**src/rtl/hwcu_pkg.sv**
```systemverilog
package hwcu_pkg;

   typedef enum logic [1:0] {
      PH_FETCH = 2'b00,
      PH_INDIR = 2'b01,
      PH_EXEC  = 2'b10,
      PH_INTR  = 2'b11
   } phase_e;

   localparam int NGATE     = 19;
   localparam int FETCH_LEN = 6;
   localparam int INDIR_LEN = 2;
   localparam int INTR_LEN  = 5;

   // gate indices
   localparam int G_MAR_BUS  = 0;
   localparam int G_PC_MBR   = 1;
   localparam int G_PC_MAR   = 2;
   localparam int G_MBR_PC   = 3;
   localparam int G_MBR_IR   = 4;
   localparam int G_BUS_MBR  = 5;
   localparam int G_MBR_ALU  = 6;
   localparam int G_AC_ALU   = 7;
   localparam int G_MBR_MAR  = 8;
   localparam int G_ALU_AC   = 9;
   localparam int G_PC_SKIP  = 10;
   localparam int G_AC_MBR   = 11;
   localparam int G_MBR_BUS  = 12;
   localparam int G_ALU_MBR  = 13;
   localparam int G_PC_ALU   = 14;
   localparam int G_AC_PC    = 15;
   localparam int G_IR_MAR   = 16;
   localparam int G_SP_MAR   = 17;
   localparam int G_VEC_MAR  = 18;

   localparam logic [1:0] ALU_IDLE = 2'b00;
   localparam logic [1:0] ALU_ADD  = 2'b01;
   localparam logic [1:0] ALU_INC  = 2'b10;
   localparam logic [1:0] ALU_PASS = 2'b11;

   localparam int OP_ADD   = 1;
   localparam int OP_STORE = 2;
   localparam int OP_ISZ   = 3;
   localparam int OP_LOADI = 4;

   function automatic int phase_len(phase_e ph, int op);
      case (ph)
         PH_FETCH: return FETCH_LEN;
         PH_INDIR: return INDIR_LEN;
         PH_INTR:  return INTR_LEN;
         default: begin
            case (op)
               OP_ADD, OP_STORE: return 2;
               OP_ISZ, OP_LOADI: return 3;
               default:          return 1;
            endcase
         end
      endcase
   endfunction

endpackage

```
**src/rtl/hwcu_seq.sv**
```systemverilog
module hwcu_seq
   import hwcu_pkg::*;
#(
   parameter int OP_W      = 4,
   parameter int MAX_STEPS = 6
) (
   input  logic                 clk,
   input  logic                 rst,
   input  logic [OP_W-1:0]      opcode_i,
   input  logic                 ind_i,
   input  logic                 irq_i,
   input  logic                 int_en_i,
   output phase_e               phase_o,
   output logic [MAX_STEPS-1:0] step_o
);

   phase_e               ph_q, ph_n;
   logic [MAX_STEPS-1:0] st_q, st_n;
   logic                 last;
   int                   len;

   always_comb begin
      len  = phase_len(ph_q, int'(opcode_i));
      last = st_q[len-1];
   end

   always_comb begin
      ph_n = ph_q;
      if (last) begin
         case (ph_q)
            PH_FETCH: ph_n = ind_i ? PH_INDIR : PH_EXEC;
            PH_INDIR: ph_n = PH_EXEC;
            PH_EXEC:  ph_n = (irq_i && int_en_i) ? PH_INTR : PH_FETCH;
            default:  ph_n = PH_FETCH;
         endcase
      end
   end

   for (genvar k = 0; k < MAX_STEPS; k++) begin : g_step
      if (k == 0) begin : g_first
         assign st_n[k] = last;
      end else begin : g_rest
         assign st_n[k] = !last && st_q[k-1];
      end
   end

   always_ff @(posedge clk) begin
      if (rst) begin
         ph_q <= PH_FETCH;
         st_q <= MAX_STEPS'(1);
      end else begin
         ph_q <= ph_n;
         st_q <= st_n;
      end
   end

   assign phase_o = ph_q;
   assign step_o  = st_q;

   // one step at a time
   a_r11_step_onehot: assert property (@(posedge clk) disable iff (rst)
      $countones(step_o) == 1);
   // fetch exit choice
   a_r5_fetch_to_indir: assert property (@(posedge clk) disable iff (rst)
      (phase_o == PH_FETCH && step_o[FETCH_LEN-1] && ind_i) |=> (phase_o == PH_INDIR && step_o[0]));
   a_r5_fetch_to_exec: assert property (@(posedge clk) disable iff (rst)
      (phase_o == PH_FETCH && step_o[FETCH_LEN-1] && !ind_i) |=> (phase_o == PH_EXEC && step_o[0]));
   // indirect always leads to execute
   a_r6_indir_exit: assert property (@(posedge clk) disable iff (rst)
      (phase_o == PH_INDIR && step_o[INDIR_LEN-1]) |=> (phase_o == PH_EXEC));
   // masked interrupt never taken
   a_r9_masked: assert property (@(posedge clk) disable iff (rst)
      (phase_o == PH_EXEC && !int_en_i && $past(phase_o) != PH_INTR) |=> (phase_o != PH_INTR || $past(phase_o) == PH_INTR));
   // interrupt returns to fetch
   a_r10_intr_exit: assert property (@(posedge clk) disable iff (rst)
      (phase_o == PH_INTR && step_o[INTR_LEN-1]) |=> (phase_o == PH_FETCH && step_o[0]));

endmodule

```
**src/rtl/hwcu_decode.sv**
```systemverilog
module hwcu_decode
   import hwcu_pkg::*;
#(
   parameter int OP_W      = 4,
   parameter int MAX_STEPS = 6
) (
   input  logic                 clk,
   input  logic                 rst,
   input  phase_e               phase_i,
   input  logic [MAX_STEPS-1:0] step_i,
   input  logic [OP_W-1:0]      opcode_i,
   input  logic                 zero_i,
   output logic [NGATE-1:0]     gate_o,
   output logic                 rd_o,
   output logic                 wr_o,
   output logic [1:0]           alu_o
);

   logic f, d, x, q;
   logic o_add, o_st, o_isz, o_ldi;
   logic [5:0] s;

   always_comb begin
      f = (phase_i == PH_FETCH);
      d = (phase_i == PH_INDIR);
      x = (phase_i == PH_EXEC);
      q = (phase_i == PH_INTR);
      o_add = (opcode_i == OP_W'(OP_ADD));
      o_st  = (opcode_i == OP_W'(OP_STORE));
      o_isz = (opcode_i == OP_W'(OP_ISZ));
      o_ldi = (opcode_i == OP_W'(OP_LOADI));
      s = step_i[5:0];
   end

   always_comb begin
      gate_o = '0;
      gate_o[G_MAR_BUS] = (f & (s[1] | s[5])) | (d & s[1]) | (q & (s[1] | s[3]))
                        | (x & ((o_st & s[1]) | (o_isz & s[2]) | (o_ldi & s[1])));
      gate_o[G_PC_MBR]  = q & s[0];
      gate_o[G_PC_MAR]  = f & s[0];
      gate_o[G_MBR_PC]  = q & s[4];
      gate_o[G_MBR_IR]  = f & s[2];
      gate_o[G_BUS_MBR] = (f & (s[1] | s[5])) | (d & s[1]) | (q & s[3]) | (x & o_ldi & s[1]);
      gate_o[G_MBR_ALU] = x & ((o_add & s[0]) | (o_isz & s[0]) | (o_ldi & s[2]));
      gate_o[G_AC_ALU]  = x & o_add & s[0];
      gate_o[G_MBR_MAR] = (d & s[0]) | (x & o_ldi & s[0]);
      gate_o[G_ALU_AC]  = (f & s[2]) | (x & ((o_add & s[1]) | (o_ldi & s[2])));
      gate_o[G_PC_SKIP] = x & o_isz & s[2] & zero_i;
      gate_o[G_AC_MBR]  = x & o_st & s[0];
      gate_o[G_MBR_BUS] = (q & s[1]) | (x & ((o_st & s[1]) | (o_isz & s[2])));
      gate_o[G_ALU_MBR] = x & o_isz & s[1];
      gate_o[G_PC_ALU]  = f & s[1];
      gate_o[G_AC_PC]   = f & s[3];
      gate_o[G_IR_MAR]  = f & s[4];
      gate_o[G_SP_MAR]  = q & s[0];
      gate_o[G_VEC_MAR] = q & s[2];
      rd_o = (f & (s[1] | s[5])) | (d & s[1]) | (q & s[3]) | (x & o_ldi & s[1]);
      wr_o = (q & s[1]) | (x & ((o_st & s[1]) | (o_isz & s[2])));
      alu_o = ALU_IDLE;
      if ((f & s[1]) | (x & o_isz & s[0])) alu_o = ALU_INC;
      else if (x & o_add & s[0])           alu_o = ALU_ADD;
      else if (x & o_ldi & s[2])           alu_o = ALU_PASS;
   end

   // strobes exclusive
   a_r11_rd_wr_excl: assert property (@(posedge clk) disable iff (rst)
      !(rd_o && wr_o));
   // skip only with zero flag
   a_r8_skip_needs_zero: assert property (@(posedge clk) disable iff (rst)
      gate_o[G_PC_SKIP] |-> (zero_i && wr_o));
   // memory read during fetch always loads MBR from the bus
   a_r3_rd_loads_mbr: assert property (@(posedge clk) disable iff (rst)
      rd_o |-> gate_o[G_BUS_MBR] && gate_o[G_MAR_BUS]);

endmodule

```
**src/rtl/hwcu_top.sv**
```systemverilog
module hwcu_top
   import hwcu_pkg::*;
#(
   parameter int OP_W      = 4,
   parameter int MAX_STEPS = 6
) (
   input  logic             clk,
   input  logic             rst,
   input  logic [OP_W-1:0]  opcode_i,
   input  logic             ind_i,
   input  logic             irq_i,
   input  logic             int_en_i,
   input  logic             zero_i,
   output logic [18:0]      gate_o,
   output logic             mem_rd_o,
   output logic             mem_wr_o,
   output logic [1:0]       alu_sel_o,
   output logic [1:0]       phase_o
);

   if (MAX_STEPS < FETCH_LEN) begin : g_bad_steps
      $error("MAX_STEPS must cover the longest phase");
   end
   if (OP_W < 3) begin : g_bad_op
      $error("OP_W must encode all opcodes");
   end

   phase_e               ph;
   logic [MAX_STEPS-1:0] st;
   logic [NGATE-1:0]     g;
   logic                 rd, wr;
   logic [1:0]           alu;

   hwcu_seq #(.OP_W(OP_W), .MAX_STEPS(MAX_STEPS)) u_seq (
      .clk(clk), .rst(rst), .opcode_i(opcode_i), .ind_i(ind_i),
      .irq_i(irq_i), .int_en_i(int_en_i), .phase_o(ph), .step_o(st)
   );

   hwcu_decode #(.OP_W(OP_W), .MAX_STEPS(MAX_STEPS)) u_dec (
      .clk(clk), .rst(rst), .phase_i(ph), .step_i(st), .opcode_i(opcode_i),
      .zero_i(zero_i), .gate_o(g), .rd_o(rd), .wr_o(wr), .alu_o(alu)
   );

   always_comb begin
      gate_o    = rst ? '0 : g;
      mem_rd_o  = rst ? 1'b0 : rd;
      mem_wr_o  = rst ? 1'b0 : wr;
      alu_sel_o = rst ? ALU_IDLE : alu;
      phase_o   = rst ? 2'b00 : ph;
   end

   // quiet outputs during reset
   a_r1_quiet_in_reset: assert property (@(posedge clk)
      rst |-> (gate_o == '0 && !mem_rd_o && !mem_wr_o && alu_sel_o == 2'b00));

endmodule

```
**config.mk**
```make
export PLATFORM = sky130hd
export DESIGN_NAME = hwcu_top
export DESIGN_NICKNAME = d
export VERILOG_FILES = /design/src/rtl/hwcu_pkg.sv /design/src/rtl/hwcu_seq.sv /design/src/rtl/hwcu_decode.sv /design/src/rtl/hwcu_top.sv
export SDC_FILE = /design/constraint.sdc
export NUM_CORES = 1
export LEC_CHECK = 0
export BUFFER_PORTS_ARGS = -buffer_cell sky130_fd_sc_hd__buf_2
export CAP_MARGIN = 20
export CORE_MARGIN = 2
export CORE_UTILIZATION = 35
export CTS_CLUSTER_DIAMETER = 100
export DETAILED_ROUTE_END_ITERATION = 10
export SETUP_SLACK_MARGIN = 0.15
export SYNTH_ARGS = -nofsm -noshare
export SYNTH_HDL_FRONTEND = slang
export SYNTH_SLANG_ARGS = --single-unit
export TNS_END_PERCENT = 1
```
**constraint.sdc**
```tcl
create_clock -name clk -period 2.7 [get_ports clk]
set_clock_uncertainty 0.2 [all_clocks]
set_input_delay 0.27 -clock clk [delete_from_list [all_inputs] [get_ports clk]]
set_output_delay 0.27 -clock clk [all_outputs]
set_load 0.05 [all_outputs]
```
==> flow_summary.yaml, run 1 <==
setup_path:
  cp-start-kind: "register"
  reg2reg_depth: 7
  critical_path_class: "reg2reg"
  crit_arrival_ns: 2.51
  required_arrival_time_at_the_worst_endpoint_ns: 2.64
  crit_fanout: 4
  critPathCaptureType: "register"
  rr_endpoint: "u_seq.phase_o[1]$_SDFFE_PP0P_"
  timing.reg2reg.setup_slack_ns: 0.12
  critical_path.reg2reg.startpoint: "u_seq.phase_o[0]$_SDFFE_PP0P_"
cts:
  htree_num_levels: 1
  cts_inserted_buffers: 3
  sink_count: 8
  insertion_delay_ns: 0.25
  cts-root-to-sink-buffers: 2
  clock_tree_from_tritoncts: "built"
  clk_root_buffer_cell: "sky130_fd_sc_hd__clkbuf_4"
  cts.hold.buffers_added: 0
  path_clk_slew_ns: 0.05
grt:
  grt_antenna_before_repair: 0
  first_global_vias: 856
  overflow: 0
  maximum_number_of_pins_on_one_net_before_global_route_repair: 22
  global_route_wire_length_before_repair_um: 3810
  track_usage_pct: 18.2
floorplan:
  i_o_pin_total: 35
  die_w_um: 53.2
  area_of_the_placeable_core_sq_um: 2250
  std_cell_rows: 17
  design.die.area_sq_um: 2830
  floorplan.initialDensity_pct: 37.6
  vertical_extent_of_the_die_um: 53.2
synthesis:
  synthesis.area_sq_um: 848
  postSynthAreaPerCell_sq_um: 7.78
  yosysMostFrequentCell: "sky130_fd_sc_hd__nor2_1"
  top_cells_by_area_in_the_synthesized_netlist: "sky130_fd_sc_hd__dfxtp_1, sky130_fd_sc_hd__ha_1, sky130_fd_sc_hd__and2_1, sky130_fd_sc_hd__nor2_1, sky130_fd_sc_hd__nor2b_1"
  yosys.cell_types.count: 39
  ys_ff_latch: 8
  synth-main-ff-cell: "sky130_fd_sc_hd__dfxtp_1"
  yosysWarnings: 0
  syn-instance-count: 109
  synth-edff-count: 0
  synthesis.nets: 125
  synth_top_area_share_pct: 18.9
  synth.cells.most_frequent: "sky130_fd_sc_hd__nor2_1, sky130_fd_sc_hd__and2_1, sky130_fd_sc_hd__dfxtp_1, sky130_fd_sc_hd__nand2_1, sky130_fd_sc_hd__inv_1"
  yosys.area.top_type: "sky130_fd_sc_hd__dfxtp_1"
  postSynth.asyncResetShare_pct: 0
  yosysSeqAreaShare_pct: 18.9
cells_and_area:
  antenna_cells: 0
  layout.filler_cells: 229
  final_cell_area_sq_um: 1170
  stdcell_count: 176
  sequential_cell_area_sq_um: 168
  area_of_the_multi_input_gates_sq_um: 683
  synthToLayoutAreaGrowth_pct: 37.9
  num-nets-final: 166
  drive_above_1_share_pct: 44.6
job:
  maxCapViolCount: 0
place:
  dpl_cell_area_sq_um: 1060
  numPlacedInstances: 171
  io_buffer_count: 34
  globalplace.congestion: 0.869
  place.detailed.hpwl_um: 1870
  place_ws_ns: 0.0308
power:
  worst_ir_drop_vdd_mv: 0.659
  p_leak_nw: 0.523
  power_per_unit_of_standard_cell_area_nw_per_um2: 1170
routing:
  routed_wire_length_per_instance_um: 13.5
  postRouteWirelength_um: 2370
  ant_nets: 0
  drc: 0
  detailed_routing_iterations_pass_1: 4
  viasPerCell: 5.34
  num_vias: 939
  drt_iter0_markers: 7
sta:
  setup_repair_after_global_routing_missed_its_margin: "yes"
  timing_worst_slew_pin_value_ns: 0.386
  final_min_period_over_clock_period_pct: 95.4
  max_slew_headroom_pct: 74.2
  slew_violations: 0
  max_freq_ghz: 0.388
  final_hold_violation_count: 0
  number_of_setup_violations_in_the_final_report: 0
  post_layout_minimum_cycle_time_ns: 2.58
  setup_ws_final_ns: 0.123
outcome:
  run_status: "finished, final reports clean"
worst_hold_path:
  min_from: "rst"
  holdPathStages: 2
  type_of_the_worst_min_delay_path: "in2reg"
  hold_path_end: "u_seq.step_o[5]$_SDFF_PP0_"
-- worst max-delay path: stages, from the launching register on --
cell and delay, ns:
sky130_fd_sc_hd__dfxtp_4 0.36, sky130_fd_sc_hd__inv_4 0.07, sky130_fd_sc_hd__ha_4 0.13, sky130_fd_sc_hd__or4b_4 0.46, sky130_fd_sc_hd__and4_4 0.21, sky130_fd_sc_hd__or3b_4 0.39, sky130_fd_sc_hd__a311oi_4 0.32, sky130_fd_sc_hd__mux2_4 0.33
-- state kept, by name, indices dropped and copies added, names as in the netlist --
signal	count
u_seq.step_o	6
u_seq.phase_o	2
-- cell families after synthesis --
kind of cell | synth area share (%)
muxes | 3.54
AOI/OAI and AO/OA | 21.5
xor gates and xnor gates | 1.03
adders and majority gates | 8.85
and+or+nand+nor | 38.2
buffers and inverters | 7.97
DFF | 18.9
-- worst max-delay path by stage --
stage,to,from,slack [ns],cells past startpoint
after global placement,u_seq.phase_o[0]$_SDFFE_PP0P_,u_seq.phase_o[1]$_SDFFE_PP0P_,0.07,7
after detailed placement,u_seq.phase_o[1]$_SDFFE_PP0P_,u_seq.phase_o[1]$_SDFFE_PP0P_,0.03,7
after floorplan,gate_o[13],u_seq.phase_o[0]$_SDFFE_PP0P_,-0.07,4
final,u_seq.phase_o[1]$_SDFFE_PP0P_,u_seq.phase_o[0]$_SDFFE_PP0P_,0.12,7
after CTS,u_seq.phase_o[1]$_SDFFE_PP0P_,u_seq.phase_o[0]$_SDFFE_PP0P_,0.09,7
after global routing,u_seq.phase_o[1]$_SDFFE_PP0P_,u_seq.phase_o[1]$_SDFFE_PP0P_,0.06,7
-- cell usage in the layout (no fill, tap or decap), types with 3 or more instances in the layout --
master	netlist	final
sky130_fd_sc_hd__and2_1	8	8
sky130_fd_sc_hd__and3_1	3	3
sky130_fd_sc_hd__buf_2	0	33
sky130_fd_sc_hd__buf_4	3	8
sky130_fd_sc_hd__clkbuf_4	0	4
sky130_fd_sc_hd__dfxtp_1	8	6
sky130_fd_sc_hd__ha_1	6	4
sky130_fd_sc_hd__inv_1	7	5
sky130_fd_sc_hd__nand2_1	8	8
sky130_fd_sc_hd__nand2b_1	3	3
sky130_fd_sc_hd__nand3_1	3	3
sky130_fd_sc_hd__nor2_1	11	11
sky130_fd_sc_hd__nor2b_1	6	6
sky130_fd_sc_hd__nor3_1	6	6
-- through the flow --
stage | hold WS [ns] | total power [W] | util, % | setup TNS (ns)
after detailed placement | 0.307 | 0.00116 | 46.9 | 0
after global placement | 0.306 | 0.00114 | 46.9 | 0
after global routing | 0.295 | 0.00148 | 51.9 | 0
final | 0.292 | 0.00137 | 51.9 | 0
after CTS | 0.263 | 0.00134 | 50.9 | 0
after floorplan | 0.244 | 0.000914 | - | -0.166
-- where the power goes --
group | total, W | internal, W | switching [W] | leakage (nW)
clock | 0.0000866 | 0.0000506 | 0.0000361 | 0.0138
combinational | 0.00104 | 0.000421 | 0.000618 | 0.443
sequential | 0.000243 | 0.000171 | 0.0000722 | 0.0670
-- per-layer routing --
metal  track usage (%)  vias to the layer above  share of wire (%)
li1                  -                      473                  -
met1              21.2                      433                 44
met2              32.7                       33                 49
met3              6.21                        0                7.0
met4              2.14                        0                  0
met5                 0                        -                  0
-- final cells by class --
| type | count | share of cell area, % |
|---|---|---|
| sequential | 8 | 14.3 |
| multi-input combinational | 88 | 58.4 |
| timing repair buffer | 42 | 19.9 |
| inverter | 7 | 2.46 |
| clock buffer | 3 | 1.93 |
| tap | 28 | 2.99 |
-- timing repair --
action	CTS	global route
endpoints found under the setup margin	8	13
gates resized for setup	13	4
pin swaps	3	1
buffers inserted	2	0
No activity file was read; power rests on OpenSTA's default activity.
==> inputs of run 2 (changes only) <==
--- a/config.mk
+++ b/config.mk
@@ -11,6 +11,7 @@
 export CORE_UTILIZATION = 35
 export CTS_CLUSTER_DIAMETER = 100
 export DETAILED_ROUTE_END_ITERATION = 10
+export MAX_ROUTING_LAYER = met4
 export SETUP_SLACK_MARGIN = 0.15
 export SYNTH_ARGS = -nofsm -noshare
 export SYNTH_HDL_FRONTEND = slang
==> constraint.sdc (replaced) <==
create_clock -name clk -period 2.7 [get_ports clk]
set_clock_uncertainty 0.2 [all_clocks]
set_input_delay 0.27 -clock clk [delete_from_list [all_inputs] [get_ports clk]]
set_output_delay 0.27 -clock clk [all_outputs]
set_load 0.02 [all_outputs]
==> flow_summary.yaml, run 2 (same netlist as run 1, synthesis figures left out) <==
routing:
  ant_nets: 0
  routed_wire_length_per_instance_um: 13.5
  num_vias: 945
  drc: 0
  detailed_routing_iterations_pass_1: 4
  drt_iter0_markers: 23
  viasPerCell: 5.34
  postRouteWirelength_um: 2390
cells_and_area:
  synthToLayoutAreaGrowth_pct: 36.7
  finish.utilization_pct: 51.4
  largest_reg_flops: 6
  layout_common_cells: "sky130_fd_sc_hd__buf_2, sky130_fd_sc_hd__nor2_1, sky130_fd_sc_hd__nand2_1, sky130_fd_sc_hd__and2_1, sky130_fd_sc_hd__buf_4"
  drive_above_1_share_pct: 43.6
  antenna_cells: 0
  num-nets-final: 166
  layout_commonest_cell: "sky130_fd_sc_hd__buf_2"
power:
  clock_power_share_pct: 8.1
  power_per_unit_of_standard_cell_area_nw_per_um2: 1060
  combPwrFrac_pct: 72.2
  p_leak_nw: 0.524
  switching_share_pct: 47.8
  seq_power_share_pct: 19.6
  internal_dissipation_w: 0.000639
  net-switching-power_w: 0.000586
  worst_ir_drop_vdd_mv: 0.752
sta:
  timing_worst_slew_pin_value_ns: 0.473
  final_hold_violation_count: 0
  max_slew_headroom_pct: 68.5
  max_freq_ghz: 0.379
  number_of_setup_violations_in_the_final_report: 0
  final_min_period_over_clock_period_pct: 97.6
  setup_repair_after_global_routing_missed_its_margin: "yes"
  slew_violations: 0
  setup-tns-final_ns: 0
  post_layout_minimum_cycle_time_ns: 2.64
grt:
  maximum_number_of_pins_on_one_net_before_global_route_repair: 22
  global_route_wire_length_before_repair_um: 4030
  overflow: 0
  track_usage_pct: 20.0
  first_global_vias: 939
  grt_antenna_before_repair: 0
floorplan:
  floorplan.initialDensity_pct: 37.6
  die_w_um: 53.2
  area_of_the_placeable_core_sq_um: 2250
  std_cell_rows: 17
  vertical_extent_of_the_die_um: 53.2
  i_o_pin_total: 35
  design.die.area_sq_um: 2830
setup_path:
  critical_path_class: "reg2reg"
  crit_arrival_ns: 2.59
  critPathCaptureType: "register"
  required_arrival_time_at_the_worst_endpoint_ns: 2.65
  cp-start-kind: "register"
  crit_fanout: 4
place:
  io_buffer_count: 34
  globalplace.congestion: 0.871
  place.detailed.hpwl_um: 1880
cts:
  insertion_delay_ns: 0.26
  path_clk_slew_ns: 0.06
  cts_inserted_buffers: 3
  sink_count: 8
  cts.hold.buffers_added: 0
  cts-root-to-sink-buffers: 2
  clk_root_buffer_cell: "sky130_fd_sc_hd__clkbuf_4"
  clock_tree_from_tritoncts: "built"
  htree_num_levels: 1
outcome:
  run_status: "finished, final reports clean"
worst_hold_path:
  type_of_the_worst_min_delay_path: "in2reg"
job:
  maxCapViolCount: 0
run 2: changes by cell type in the layout (fill, tap and decap cells not counted):
cell and delta:
sky130_fd_sc_hd__a41oi_2 -1, sky130_fd_sc_hd__o21ai_1 -1, sky130_fd_sc_hd__ha_1 -1, sky130_fd_sc_hd__a41oi_1 +1, sky130_fd_sc_hd__clkbuf_1 +1, sky130_fd_sc_hd__o21ai_0 +1
sky130_fd_sc_hd__a221oi_2 -1, sky130_fd_sc_hd__a221oi_1 +1, sky130_fd_sc_hd__buf_2 +1, sky130_fd_sc_hd__clkbuf_4 -1, sky130_fd_sc_hd__ha_2 +1
run 2: cell type report:
| cell class | instances | area (sq um) |
|---|---|---|
| Clock buffer | 4 | 26.3 |
| Sequential cell | 8 | 168 |
| Multi-Input combinational cell | 88 | 672 |
| Tap cell | 28 | 35.0 |
| Fill cell | 245 | 1090 |
| Timing Repair Buffer | 42 | 230 |
| Inverter | 7 | 28.8 |
run 2: metrics by stage:
step	setup WS [ns]	hold slack, ns	cells	area (sq um)	power (W)
final	0.0639	0.253	177	1160	0.00123
after global routing	0.0142	0.270	177	1160	0.00133
after CTS	0.0627	0.244	177	1150	0.00123
after detailed placement	0.00764	0.301	168	1050	0.00103
after global placement	0.0735	0.307	168	1050	0.00101
after floorplan	0.0979	0.244	109	868	0.000808
run 2: final timing paths:
path / from / endpoint / slack, ns / cells past startpoint
min reg2reg: u_seq.step_o[3]$_SDFF_PP0_ / u_seq.step_o[4]$_SDFF_PP0_ / 0.28 / 2
max reg2reg: u_seq.phase_o[0]$_SDFFE_PP0P_ / u_seq.phase_o[1]$_SDFFE_PP0P_ / 0.06 / 7
max: u_seq.phase_o[0]$_SDFFE_PP0P_ / u_seq.phase_o[1]$_SDFFE_PP0P_ / 0.06 / 7
min: rst / u_seq.step_o[5]$_SDFF_PP0_ / 0.25 / 2
run 2: power groups by stage:
stage,clock [W],combinational (W),sequential [W]
3_5_place_dp,0,0.000793,0.000240
3_3_place_gp,0,0.000774,0.000238
6_report,0.0000996,0.000885,0.000241
5_1_grt,0.000110,0.000966,0.000253
4_1_cts,0.000104,0.000884,0.000242
2_1_floorplan,0,0.000593,0.000215
run 2: worst max-delay path, cell delays in order (launching register included):
cell and delay, ns:
sky130_fd_sc_hd__dfxtp_4 0.36, sky130_fd_sc_hd__inv_4 0.07, sky130_fd_sc_hd__ha_4 0.13, sky130_fd_sc_hd__or4b_4 0.46, sky130_fd_sc_hd__and4_4 0.21, sky130_fd_sc_hd__or3b_4 0.38, sky130_fd_sc_hd__a311oi_4 0.38, sky130_fd_sc_hd__mux2_4 0.33
run 2: layer usage:
layer | track usage [%] | wire length, um
met1 | 21.0 | 1030
met2 | 36.8 | 1190
met3 | 4.24 | 149
met4 | 6.41 | 19
met5 | - | 0
run 2: repair_timing:
| item | CTS | global route |
|---|---|---|
| gates resized for setup | 7 | 1 |
| pin swaps | 2 | 1 |
| endpoints found under the setup margin | 8 | 11 |
| setup buffers | 5 | 0 |
==> inputs of run 3 (changes only) <==
--- a/config.mk
+++ b/config.mk
@@ -7,13 +7,16 @@
 export LEC_CHECK = 0
 export BUFFER_PORTS_ARGS = -buffer_cell sky130_fd_sc_hd__buf_2
 export CAP_MARGIN = 20
+export CORE_ASPECT_RATIO = 2
 export CORE_MARGIN = 2
 export CORE_UTILIZATION = 35
 export CTS_CLUSTER_DIAMETER = 100
 export DETAILED_ROUTE_END_ITERATION = 10
 export MAX_ROUTING_LAYER = met4
 export SETUP_SLACK_MARGIN = 0.15
+export SKIP_LAST_GASP = 1
 export SYNTH_ARGS = -nofsm -noshare
 export SYNTH_HDL_FRONTEND = slang
+export SYNTH_HIERARCHICAL = 1
 export SYNTH_SLANG_ARGS = --single-unit
 export TNS_END_PERCENT = 1
==> flow_summary.yaml, run 3 <==
synthesis:
  synthesis.area_sq_um: 1080
  postSynthAreaPerCell_sq_um: 7.74
  yosys.area.top_type: "sky130_fd_sc_hd__nor2b_1"
  synthesis.nets: 155
  synth-main-ff-cell: "sky130_fd_sc_hd__dfxtp_1"
  top_cells_by_area_in_the_synthesized_netlist: "sky130_fd_sc_hd__nor2b_1, sky130_fd_sc_hd__dfxtp_1, sky130_fd_sc_hd__and2_1, sky130_fd_sc_hd__ha_1, sky130_fd_sc_hd__buf_4"
  yosys.cell_types.count: 49
  postSynth.asyncResetShare_pct: 0
  synth-edff-count: 0
  ys_ff_latch: 8
  synth.cells.most_frequent: "sky130_fd_sc_hd__nor2b_1, sky130_fd_sc_hd__and2_1, sky130_fd_sc_hd__nor2_1"
  syn-instance-count: 139
  yosysWarnings: 6
  synth_top_area_share_pct: 16.3
  yosysSeqAreaShare_pct: 14.9
  yosysMostFrequentCell: "sky130_fd_sc_hd__nor2b_1"
setup_path:
  critPathCaptureType: "register"
  timing.critical_path.buf_inv: 1
  cp-start-kind: "register"
  crit_arrival_ns: 2.32
  crit_fanout: 9
  required_arrival_time_at_the_worst_endpoint_ns: 2.64
  rr_endpoint: "u_seq/phase_o[0]$_SDFFE_PP0P_"
  critical_path_class: "reg2reg"
  critical_path.top_delay_family: "compound AO/OA/AOI/OAI gates"
  critical_path.reg2reg.startpoint: "u_seq/phase_o[0]$_SDFFE_PP0P_"
  reg2reg_depth: 8
  critical-path-max-stage-delay_ns: 0.39
  cp_cell_sequence: "inv_1 -> ha_1 -> o21bai_1 -> a221oi_2 -> or3b_1 -> o2111ai_2 -> and2_4 -> o31ai_2"
  worst_path_max_delay_cell: "sky130_fd_sc_hd__dfxtp_2"
  timing.reg2reg.setup_slack_ns: 0.32
cts:
  insertion_delay_ns: 0.23
  clk_root_buffer_cell: "sky130_fd_sc_hd__clkbuf_8"
  cts_inserted_buffers: 3
  cts.hold.buffers_added: 0
  htree_num_levels: 1
  sink_count: 8
  cts-root-to-sink-buffers: 2
  path_clk_slew_ns: 0.04
  post-cts-setup-buffer-count: 0
  clock_tree_from_tritoncts: "built"
worst_hold_path:
  type_of_the_worst_min_delay_path: "in2reg"
  hold_path_end: "u_seq/phase_o[1]$_SDFFE_PP0P_"
  holdPathStages: 4
  min_from: "ind_i"
cells_and_area:
  finish.utilization_pct: 44.0
  layout_commonest_cell: "sky130_fd_sc_hd__buf_2"
  layout.filler_cells: 328
  layout_common_cells: "sky130_fd_sc_hd__buf_2, sky130_fd_sc_hd__nor2b_1, sky130_fd_sc_hd__and2_1"
  synthToLayoutAreaGrowth_pct: 20.5
  antenna_cells: 0
  drive_above_1_share_pct: 32.0
  num-nets-final: 187
  largest_reg_flops: 6
grt:
  first_global_vias: 1011
  maximum_number_of_pins_on_one_net_before_global_route_repair: 30
  track_usage_pct: 17.3
  grt_antenna_before_repair: 0
  global_route_wire_length_before_repair_um: 4550
  overflow: 0
power:
  clock_power_share_pct: 13.1
  p_leak_nw: 0.658
  internal_dissipation_w: 0.000588
  seq_power_share_pct: 20.8
  net-switching-power_w: 0.000510
  combPwrFrac_pct: 66.1
  switching_share_pct: 46.5
  worst_ir_drop_vdd_mv: 0.499
  power_per_unit_of_standard_cell_area_nw_per_um2: 847
routing:
  drc: 0
  viasPerCell: 5.54
  postRouteWirelength_um: 2830
  routed_wire_length_per_instance_um: 14.2
  ant_nets: 0
  num_vias: 1103
  drt_iter0_markers: 14
  detailed_routing_iterations_pass_1: 5
sta:
  setup-tns-final_ns: 0
  post_layout_minimum_cycle_time_ns: 2.38
  final_min_period_over_clock_period_pct: 88.2
  final_hold_violation_count: 0
  max_slew_headroom_pct: 67.5
  max_freq_ghz: 0.420
  setup_repair_after_global_routing_missed_its_margin: "no"
  number_of_setup_violations_in_the_final_report: 0
  timing_worst_slew_pin_value_ns: 0.488
  slew_violations: 0
place:
  globalplace.congestion: 0.918
  io_buffer_count: 34
  place.detailed.hpwl_um: 2210
floorplan:
  area_of_the_placeable_core_sq_um: 2940
  design.die.area_sq_um: 3560
  die_w_um: 43.2
  i_o_pin_total: 35
  floorplan.initialDensity_pct: 36.6
  std_cell_rows: 28
  vertical_extent_of_the_die_um: 82.4
outcome:
  run_status: "finished, final reports clean"
job:
  maxCapViolCount: 0
==> run 3: cell families (layout without fill, tap and decap cells) <==
family,Yosys count,after routing,share of synthesized area (%)
xor gates and xnor gates,3,3,2.44
AOI/OAI and AO/OA,27,27,20.8
DFF,8,8,14.9
muxes,2,2,1.86
adders and majority gates,6,6,6.98
and+or+nand+nor,78,78,45.9
buffers and inverters,15,45,7.09
==> run 3: stage by stage <==
stage | instances | hold WS [ns] | power, W | setup WS [ns] | area [sq um]
6_report | 199 | 0.268 | 0.00110 | 0.319 | 1300
5_1_grt | 199 | 0.315 | 0.00118 | 0.177 | 1300
3_5_place_dp | 196 | 0.301 | 0.000929 | 0.231 | 1240
3_3_place_gp | 196 | 0.297 | 0.000901 | 0.428 | 1240
4_1_cts | 199 | 0.267 | 0.00108 | 0.171 | 1290
2_1_floorplan | 139 | 0.162 | 0.000756 | 0.567 | 1080
==> run 3: how the worst max path moves through the flow <==
stage                                        startpoint                       endpoint  slack [ns]  cells after the start
after floorplan           u_seq/phase_o[0]$_SDFFE_PP0P_  u_seq/phase_o[1]$_SDFFE_PP0P_        0.57                      8
after global routing      u_seq/phase_o[0]$_SDFFE_PP0P_  u_seq/phase_o[0]$_SDFFE_PP0P_        0.18                      8
after CTS                 u_seq/phase_o[1]$_SDFFE_PP0P_                   alu_sel_o[0]        0.17                      5
final                     u_seq/phase_o[0]$_SDFFE_PP0P_  u_seq/phase_o[0]$_SDFFE_PP0P_        0.32                      8
after detailed placement  u_seq/phase_o[0]$_SDFFE_PP0P_     u_seq/step_o[4]$_SDFF_PP0_        0.23                      8
after global placement    u_seq/phase_o[0]$_SDFFE_PP0P_  u_seq/phase_o[1]$_SDFFE_PP0P_        0.43                      8
==> run 3: area by class of cell <==
class	count	area, sq um	share of cell area (%)
Timing Repair Buffer	36	185	14.3
Tap cell	30	37.5	2.90
Multi-Input combinational cell	116	847	65.3
Inverter	6	22.5	1.74
Sequential cell	8	163	12.5
Clock buffer	3	41.3	3.19
==> run 3: power by group through the flow <==
stage / clock network [W] / logic (W) / registers [W]
final: 0.000143 / 0.000726 / 0.000229
after global routing: 0.000151 / 0.000785 / 0.000240
after CTS: 0.000146 / 0.000705 / 0.000229
after detailed placement: 0 / 0.000700 / 0.000229
after global placement: 0 / 0.000675 / 0.000226
after floorplan: 0 / 0.000559 / 0.000197
==> run 3: timing repair <==
item                                    CTS  global route
endpoints found under the setup margin    0            11
endpoints found under the hold margin     0             0
resized for setup                         0             3
==> run 3: metal layers <==
metal  routed length [um]  GRT usage (%)  part of all wire (%)  vias up
met5                    0              -                     0        -
met4                  125           12.4                   4.4        0
met3                  118           1.52                   4.2       11
met2                 1610           32.5                    57       42
met1                  976           15.6                    34      513
li1                     -              -                     -      537
==> run 3: worst min-delay path, cell delays in order <==
cell and delay (ns):
sky130_fd_sc_hd__buf_2 0.08, sky130_fd_sc_hd__nor2b_1 0.04, sky130_fd_sc_hd__o31ai_1 0.19, sky130_fd_sc_hd__mux2i_1 0.07
